[config.mk]
export PLATFORM = sky130hd
export DESIGN_NAME = ecc_guard
export DESIGN_NICKNAME = d
export VERILOG_FILES = /design/src/rtl/ecc_guard_pkg.sv /design/src/rtl/ecc_parity_tree.sv /design/src/rtl/ecc_encoder.sv /design/src/rtl/ecc_decoder.sv /design/src/rtl/ecc_err_log.sv /design/src/rtl/ecc_corr_counter.sv /design/src/rtl/ecc_guard.sv
export SDC_FILE = /design/constraint.sdc
export NUM_CORES = 1
export LEC_CHECK = 0
export BUFFER_PORTS_ARGS = -buffer_cell sky130_fd_sc_hd__buf_2
export CORE_ASPECT_RATIO = 1.25
export CORE_UTILIZATION = 58
export CTS_CLUSTER_DIAMETER = 100
export DETAILED_ROUTE_END_ITERATION = 6
export GPL_TIMING_DRIVEN = 0
export PLACE_DENSITY = 0.82
export SYNTH_ARGS = -nofsm -noshare
export SYNTH_HDL_FRONTEND = slang
export SYNTH_SLANG_ARGS = --single-unit
[constraint.sdc]
create_clock -name clk -period 4 [get_ports clk]
set_clock_uncertainty 0.05 [all_clocks]
set_input_delay 0.8 -clock clk [delete_from_list [all_inputs] [get_ports clk]]
set_output_delay 0.8 -clock clk [all_outputs]
set_load 0.02 [all_outputs]
[src/rtl/ecc_guard_pkg.sv]
package ecc_guard_pkg;
  localparam int DATA_W = 64;
  localparam int HAM_W  = 7;
  localparam int CHK_W  = HAM_W + 1;
  localparam int CODE_W = DATA_W + CHK_W;
  localparam int POS_LIM = 1 << HAM_W;

  typedef enum logic [1:0] {
    EV_NONE     = 2'd0,
    EV_FIX_DATA = 2'd1,
    EV_FIX_CHK  = 2'd2,
    EV_FATAL    = 2'd3
  } ev_kind_e;

  // Hamming position occupied by data bit idx
  function automatic logic [HAM_W-1:0] ham_pos(input int idx);
    logic [HAM_W-1:0] r;
    int n;
    r = '0;
    n = 0;
    for (int p = 3; p < POS_LIM; p++) begin
      if ((p & (p - 1)) != 0) begin
        if (n == idx) r = HAM_W'(p);
        n++;
      end
    end
    return r;
  endfunction

  // Data bits covered by Hamming check bit j
  function automatic logic [DATA_W-1:0] cover_mask(input int j);
    logic [DATA_W-1:0] m;
    int n;
    m = '0;
    n = 0;
    for (int p = 3; p < POS_LIM; p++) begin
      if ((p & (p - 1)) != 0) begin
        if (n < DATA_W && ((p >> j) & 1) == 1) m[n] = 1'b1;
        n++;
      end
    end
    return m;
  endfunction
endpackage

[src/rtl/ecc_parity_tree.sv]
module ecc_parity_tree
  import ecc_guard_pkg::*;
(
  input  logic [DATA_W-1:0] data,
  output logic [HAM_W-1:0]  ham
);
  for (genvar j = 0; j < HAM_W; j++) begin : g_bit
    localparam logic [DATA_W-1:0] MASK = cover_mask(j);
    assign ham[j] = ^(data & MASK);
  end
endmodule

[src/rtl/ecc_encoder.sv]
module ecc_encoder
  import ecc_guard_pkg::*;
(
  input  logic [DATA_W-1:0] data,
  output logic [CHK_W-1:0]  chk
);
  logic [HAM_W-1:0] ham;

  ecc_parity_tree u_tree (
    .data (data),
    .ham  (ham)
  );

  assign chk = {(^data) ^ (^ham), ham};
endmodule

[src/rtl/ecc_decoder.sv]
module ecc_decoder
  import ecc_guard_pkg::*;
(
  input  logic [CODE_W-1:0] code,
  output logic [DATA_W-1:0] fixed,
  output logic [DATA_W-1:0] flip,
  output ev_kind_e          kind
);
  logic [DATA_W-1:0] raw;
  logic [HAM_W-1:0]  ham_calc;
  logic [HAM_W-1:0]  syn;
  logic              odd;
  logic              syn_pow2;
  logic              hit;

  assign raw = code[DATA_W-1:0];

  ecc_parity_tree u_tree (
    .data (raw),
    .ham  (ham_calc)
  );

  assign syn      = ham_calc ^ code[DATA_W +: HAM_W];
  assign odd      = ^code;
  assign syn_pow2 = (syn & (syn - HAM_W'(1))) == '0;

  for (genvar i = 0; i < DATA_W; i++) begin : g_flip
    localparam logic [HAM_W-1:0] POS = ham_pos(i);
    assign flip[i] = odd && (syn == POS);
  end

  assign hit   = |flip;
  assign fixed = raw ^ flip;

  always_comb begin
    if (!odd && syn == '0)   kind = EV_NONE;
    else if (!odd)           kind = EV_FATAL;
    else if (hit)            kind = EV_FIX_DATA;
    else if (syn_pow2)       kind = EV_FIX_CHK;
    else                     kind = EV_FATAL;
  end
endmodule

[src/rtl/ecc_err_log.sv]
module ecc_err_log #(
  parameter int ADDR_W = 32,
  parameter int DEPTH  = 8
) (
  input  logic                       clk,
  input  logic                       rst_n,
  input  logic                       wr_en,
  input  logic                       wr_fatal,
  input  logic [ADDR_W-1:0]          wr_addr,
  input  logic                       clr,
  input  logic [$clog2(DEPTH)-1:0]   rd_idx,
  output logic [ADDR_W-1:0]          rd_addr,
  output logic                       rd_fatal,
  output logic [$clog2(DEPTH+1)-1:0] count,
  output logic                       overflow
);
  localparam int PTR_W = $clog2(DEPTH);
  localparam int CNT_W = $clog2(DEPTH + 1);
  localparam logic [CNT_W-1:0] FULL = CNT_W'(DEPTH);

  logic [DEPTH-1:0][ADDR_W-1:0] addr_q;
  logic [DEPTH-1:0]             fatal_q;
  logic [PTR_W-1:0]             wp;
  logic [PTR_W-1:0]             slot;
  logic                         in_range;
  logic                         full;

  assign full     = (count == FULL);
  assign slot     = wp - PTR_W'(1) - rd_idx;
  assign in_range = CNT_W'(rd_idx) < count;
  assign rd_addr  = in_range ? addr_q[slot] : '0;
  assign rd_fatal = in_range && fatal_q[slot];

  always_ff @(posedge clk or negedge rst_n) begin
    if (!rst_n) begin
      addr_q   <= '0;
      fatal_q  <= '0;
      wp       <= '0;
      count    <= '0;
      overflow <= 1'b0;
    end else if (clr) begin
      wp       <= '0;
      count    <= '0;
      overflow <= 1'b0;
    end else if (wr_en) begin
      addr_q[wp]  <= wr_addr;
      fatal_q[wp] <= wr_fatal;
      wp          <= wp + PTR_W'(1);
      if (full) overflow <= 1'b1;
      else      count    <= count + CNT_W'(1);
    end
  end


  ovf_sticky_chk: assert property (@(posedge clk) disable iff (!rst_n)
    (overflow && !clr) |=> overflow);

  ovf_set_chk: assert property (@(posedge clk) disable iff (!rst_n)
    (wr_en && full && !clr) |=> (overflow && count == FULL));

  log_clear_chk: assert property (@(posedge clk) disable iff (!rst_n)
    clr |=> (count == '0 && !overflow));
endmodule

[src/rtl/ecc_corr_counter.sv]
module ecc_corr_counter #(
  parameter int CNT_W = 16
) (
  input  logic             clk,
  input  logic             rst_n,
  input  logic             inc,
  input  logic             clr,
  input  logic [CNT_W-1:0] thr,
  output logic [CNT_W-1:0] cnt,
  output logic             alert
);
  localparam logic [CNT_W-1:0] CMAX = '1;

  always_ff @(posedge clk or negedge rst_n) begin
    if (!rst_n)                    cnt <= '0;
    else if (clr)                  cnt <= '0;
    else if (inc && cnt != CMAX)   cnt <= cnt + CNT_W'(1);
  end

  assign alert = (thr != '0) && (cnt >= thr);


  cnt_sat_chk: assert property (@(posedge clk) disable iff (!rst_n)
    (cnt == CMAX && !clr) |=> cnt == CMAX);

  cnt_step_chk: assert property (@(posedge clk) disable iff (!rst_n)
    (!clr && !inc) |=> $stable(cnt));

  cnt_clear_chk: assert property (@(posedge clk) disable iff (!rst_n)
    clr |=> cnt == '0);
endmodule

[src/rtl/ecc_guard.sv]
module ecc_guard
  import ecc_guard_pkg::*;
#(
  parameter int ADDR_W    = 32,
  parameter int LOG_DEPTH = 8,
  parameter int CNT_W     = 16
) (
  input  logic                           clk,
  input  logic                           rst_n,
  input  logic [63:0]                    wr_data,
  output logic [7:0]                     wr_chk,
  input  logic                           rd_valid,
  input  logic [ADDR_W-1:0]              rd_addr,
  input  logic [71:0]                    rd_code,
  output logic                           out_valid,
  output logic [63:0]                    out_data,
  output logic                           out_corrected,
  output logic                           out_fatal,
  input  logic [$clog2(LOG_DEPTH)-1:0]   log_idx,
  output logic [ADDR_W-1:0]              log_addr,
  output logic                           log_fatal,
  output logic [$clog2(LOG_DEPTH+1)-1:0] log_count,
  output logic                           log_overflow,
  input  logic                           log_clear,
  input  logic [CNT_W-1:0]               alert_threshold,
  input  logic                           corr_clear,
  output logic [CNT_W-1:0]               corr_count,
  output logic                           alert
);
  logic [DATA_W-1:0] dec_fixed;
  logic [DATA_W-1:0] dec_flip;
  ev_kind_e          dec_kind;
  logic              ev_fix;
  logic              ev_fatal;

  ecc_encoder u_enc (
    .data (wr_data),
    .chk  (wr_chk)
  );

  ecc_decoder u_dec (
    .code  (rd_code),
    .fixed (dec_fixed),
    .flip  (dec_flip),
    .kind  (dec_kind)
  );

  assign ev_fix   = rd_valid && (dec_kind == EV_FIX_DATA || dec_kind == EV_FIX_CHK);
  assign ev_fatal = rd_valid && (dec_kind == EV_FATAL);

  always_ff @(posedge clk or negedge rst_n) begin
    if (!rst_n) begin
      out_valid     <= 1'b0;
      out_data      <= '0;
      out_corrected <= 1'b0;
      out_fatal     <= 1'b0;
    end else begin
      out_valid     <= rd_valid;
      out_corrected <= ev_fix;
      out_fatal     <= ev_fatal;
      if (rd_valid) out_data <= dec_fixed;
    end
  end

  ecc_err_log #(
    .ADDR_W (ADDR_W),
    .DEPTH  (LOG_DEPTH)
  ) u_log (
    .clk      (clk),
    .rst_n    (rst_n),
    .wr_en    (ev_fix || ev_fatal),
    .wr_fatal (ev_fatal),
    .wr_addr  (rd_addr),
    .clr      (log_clear),
    .rd_idx   (log_idx),
    .rd_addr  (log_addr),
    .rd_fatal (log_fatal),
    .count    (log_count),
    .overflow (log_overflow)
  );

  ecc_corr_counter #(
    .CNT_W (CNT_W)
  ) u_cnt (
    .clk   (clk),
    .rst_n (rst_n),
    .inc   (ev_fix),
    .clr   (corr_clear),
    .thr   (alert_threshold),
    .cnt   (corr_count),
    .alert (alert)
  );


  onehot_flip_chk: assert property (@(posedge clk) disable iff (!rst_n)
    rd_valid |-> $onehot0(dec_flip));

  flag_excl_chk: assert property (@(posedge clk) disable iff (!rst_n)
    !(out_corrected && out_fatal));

  flag_valid_chk: assert property (@(posedge clk) disable iff (!rst_n)
    (out_corrected || out_fatal) |-> out_valid);

  fatal_raw_chk: assert property (@(posedge clk) disable iff (!rst_n)
    out_fatal |-> out_data == $past(rd_code[63:0]));

  fix_one_bit_chk: assert property (@(posedge clk) disable iff (!rst_n)
    out_corrected |-> $countones(out_data ^ $past(rd_code[63:0])) <= 1);
endmodule

==> flow_metrics.env <==
export IMPL_status="finished with violations"
export IMPL_violations="negative setup slack"
export IMPL_antenna_left=0
export IMPL_synth_async_reset_ratio=1.000
export IMPL_portBuffers=318
export IMPL_total_power_mw=22.07
export IMPL_post_route_period_util=1.272
export IMPL_rsz0062_at_grt="yes"
export IMPL_maxCapViolCount=0
export IMPL_first_pass_iters=7
export IMPL_power_leakage_nw=12.06
export IMPL_vias=15570
export IMPL_final_util=0.7869
export IMPL_vias_per_cell=6.115
export IMPL_gr_usage_all_layers=0.3725
export IMPL_end_kind="flip-flop"
export IMPL_synth_seq_cells=355
export IMPL_worstPathCellList="buf_4, xor3_2, xnor3_2, xnor3_1, xnor3_2, xor3_2, and3_4, nor3b_2, a21oi_2, nand2_1, nor4_2, and3_4, ha_4, nand2_4, inv_4, nor2_4, or3_4, buf_8, nor3_4, buf_12, buf_12, mux2_2"
export IMPL_synth_common_cells="dfrtp_1 (355), mux2_2 (263), xnor2_1 (207)"
export IMPL_cts_buffers=37
export IMPL_critical_path_max_fanout=10
export IMPL_synth_mux_area_frac=0.2282
export IMPL_synth_xor_area_frac=0.1734
export IMPL_nFillCells=1966
export IMPL_cp_top_family="XOR/XNOR gates"
export IMPL_die_h_um=208.4
export IMPL_synth_top_family_by_area="multiplexers"
export IMPL_core_area_um2=33590
export IMPL_clk_pin_slew_ns=0.06
export IMPL_grt_overflow=0
export IMPL_fin_ws_ns=-1.087
export IMPL_grt_first_pass_wirelength_um=97750
export IMPL_first_iter_violations=1278
export IMPL_multi_input_area_um2=11860
export IMPL_syn_inst=1644
export IMPL_synth_edf_count=0
export IMPL_synth_area_leaders="dfrtp_1 (45%), mux2_2 (15%), xnor2_1 (9.2%)"
export IMPL_dpl_hpwl_um=38830
export IMPL_gp_congestion=0.9511
export IMPL_die_w_um=167.1
export IMPL_syn_area_um2=19760
export IMPL_initial_core_util=0.5881
export IMPL_reg2reg_depth=8
export IMPL_power_density_nw_per_um2=835.0
export IMPL_ir_drop_v=0.0005237
export IMPL_yosys_warnings=0
export IMPL_drive_gt1_frac=0.4443
export IMPL_synthAdderAreaFrac=0.01621
export IMPL_max_slew_margin=0.3099
export IMPL_cpMaxStageDelayCell="xor3_2"
export IMPL_syn2layout_area_growth_pct=33.79
export IMPL_clock_latency_ns=0.53
export IMPL_finalHoldViolCount=0
export IMPL_worst_r2r_setup_slack_ns=1.66
export IMPL_reg2reg_to="u_cnt.cnt[6]$_DFFE_PN0P_"
export IMPL_fin_setup_tns_ns=-287.82
export IMPL_synth_top_flop_cell="dfrtp_1"
export IMPL_hold_class="input pin to async pin"
export IMPL_synth_area_leader_cell="dfrtp_1"
export IMPL_startpoint_type="input pin"
export IMPL_timing_rr_start="u_cnt.cnt[8]$_DFFE_PN0P_"
export IMPL_num_rows=75
export IMPL_cts_sinks=355
export IMPL_critPathArrivalTime_ns=5.45
export IMPL_synth_compound_area_share=0.03914
export IMPL_root_buffer="clkbuf_16"
export IMPL_wire_per_inst_um=26.18
export IMPL_cpPeakStageDelay_ns=0.40
export IMPL_cts_hold_buf=0
export IMPL_cp_data_required_time_ns=4.36
export IMPL_synthesis_nets=1861
export IMPL_tightest_slew_ns=1.035
export IMPL_cts_max_level=2
export IMPL_worstSetupPathType="input pin to flip-flop"
export IMPL_synth_area_per_cell_um2=12.02
export IMPL_synth_top_area_share=0.4496
export IMPL_finalNetCount=2308
export IMPL_ys_seq_area_frac=0.4496
export IMPL_register_area_um2=8884
export IMPL_antenna_found_initial=11
export IMPL_pin_count=322
export IMPL_final_max_slew_violation_count=0
export IMPL_synthDistinctLibCells=48
export IMPL_wl_um=66650
export IMPL_dieArea_um2=34810
export IMPL_synth_most_common_cell="dfrtp_1"
export IMPL_drc=0
export IMPL_grt_max_degree=124
export IMPL_grt_pass1_vias=16730
export IMPL_setup_viol=321
export IMPL_cp_num_buf_inv=5
export IMPL_cts_buffer_depth=3
export IMPL_fin_crit_ns=5.087
export IMPL_synth_simple_gate_area_frac=0.07340
export IMPL_fmax_mhz=196.6
export IMPL_cts_tree="built"
[power breakdown]
part,total (mW),leakage [nW],switching [mW],internal (mW)
Clock,3.61,0.606,1.53,2.08
Sequential,5.34,4.55,0.721,4.62
Combinational,13.1,6.90,6.71,6.42
Total,22.1,12.1,8.95,13.1
[cells by family after synthesis]
| logic type | after synthesis |
|---|---|
| xor+xnor | 338 |
| simple gates | 343 |
| flops | 355 |
| buf+inv | 103 |
| mux | 335 |
| compound gates | 145 |
| fa+ha+maj | 25 |
[worst register-to-register path, delay by kind of cell (launching register included)]
family | cells | cell delay [ns]
DFF | 1 | 0.45
and+or+nand+nor | 5 | 1.26
buffers and inverters | 1 | 0.14
AOI/OAI and AO/OA | 2 | 0.37
[flip-flops by register name, summed over array words and instances (netlist names)]
| signal | count |
|---|---|
| out_corrected | 1 |
| out_valid | 1 |
| u_cnt.cnt | 16 |
| out_fatal | 1 |
| u_log.count | 4 |
| out_data | 64 |
| u_log.addr_q | 256 |
| u_log.wp | 3 |
| u_log.fatal_q | 8 |
| u_log.overflow | 1 |
[what timing repair did]
action / CTS / global route
pin swaps: 28 / 16
setup endpoints to repair: 324 / 324
setup buffers: 59 / 10
resized for setup: 244 / 100
cloned: 20 / 1
[cells in the final DEF (no fill, tap or decap), drive strengths merged, types with 8 or more instances in the layout]
| master | count |
|---|---|
| a21o | 8 |
| a21oi | 116 |
| buf | 408 |
| clkbuf | 130 |
| dfrtp | 355 |
| ha | 24 |
| inv | 29 |
| mux2 | 263 |
| mux4 | 66 |
| nand2 | 150 |
| nand3 | 10 |
| nor2 | 129 |
| nor4 | 8 |
| o21ai | 15 |
| xnor2 | 211 |
| xnor3 | 26 |
| xor2 | 99 |
[worst max-delay path by stage]
stage | depth (start not counted) | slack (ns) | from | endpoint
final | 22 | -1.09 | rd_code[8] | u_log.addr_q[7]$_DFFE_PN0P_
after global routing | 22 | -1.17 | rd_code[53] | u_log.addr_q[10]$_DFFE_PN0P_
after CTS | 22 | -1.00 | rd_code[53] | u_log.addr_q[8]$_DFFE_PN0P_
after detailed placement | 21 | -2.38 | rd_code[42] | u_log.addr_q[82]$_DFFE_PN0P_
after global placement | 1 | -4.40 | rst_n | u_log.addr_q[254]$_DFFE_PN0P_
after floorplan | 20 | -1.08 | rd_code[1] | u_log.addr_q[10]$_DFFE_PN0P_
[through the flow]
step	worst slack, ns	area (um^2)	std cells	hold slack [ns]
2_1_floorplan	-1.080	20490	1644	0.3980
3_3_place_gp	-4.396	22610	2385	0.4162
3_5_place_dp	-2.376	22700	2388	0.4279
4_1_cts	-1.004	26060	2533	0.1087
5_1_grt	-1.169	26430	2544	0.1154
6_report	-1.087	26430	2546	0.09801
[final cells by class]
class	instances	share of cell area
antenna	5	0.0004733
tap	423	0.02002
buffer	74	0.03152
clock buffer	55	0.04260
clock inverter	11	0.004402
sequential	355	0.3361
timing repair buffer	409	0.1120
multi-input combinational	1186	0.4487
inverter	28	0.004165
[per-layer routing]
metal / part of all wire / track usage / vias to the layer above / routed length (um)
met1: 0.35 / 0.4198 / 7785 / 23080
met2: 0.51 / 0.6480 / 914 / 33850
li1: - / - / 6566 / -
met5: 0.0011 / 0 / - / 75
met4: 0.071 / 0.2379 / 12 / 4739
met3: 0.073 / 0.07095 / 293 / 4897
(Power assumes the default switching activity.)
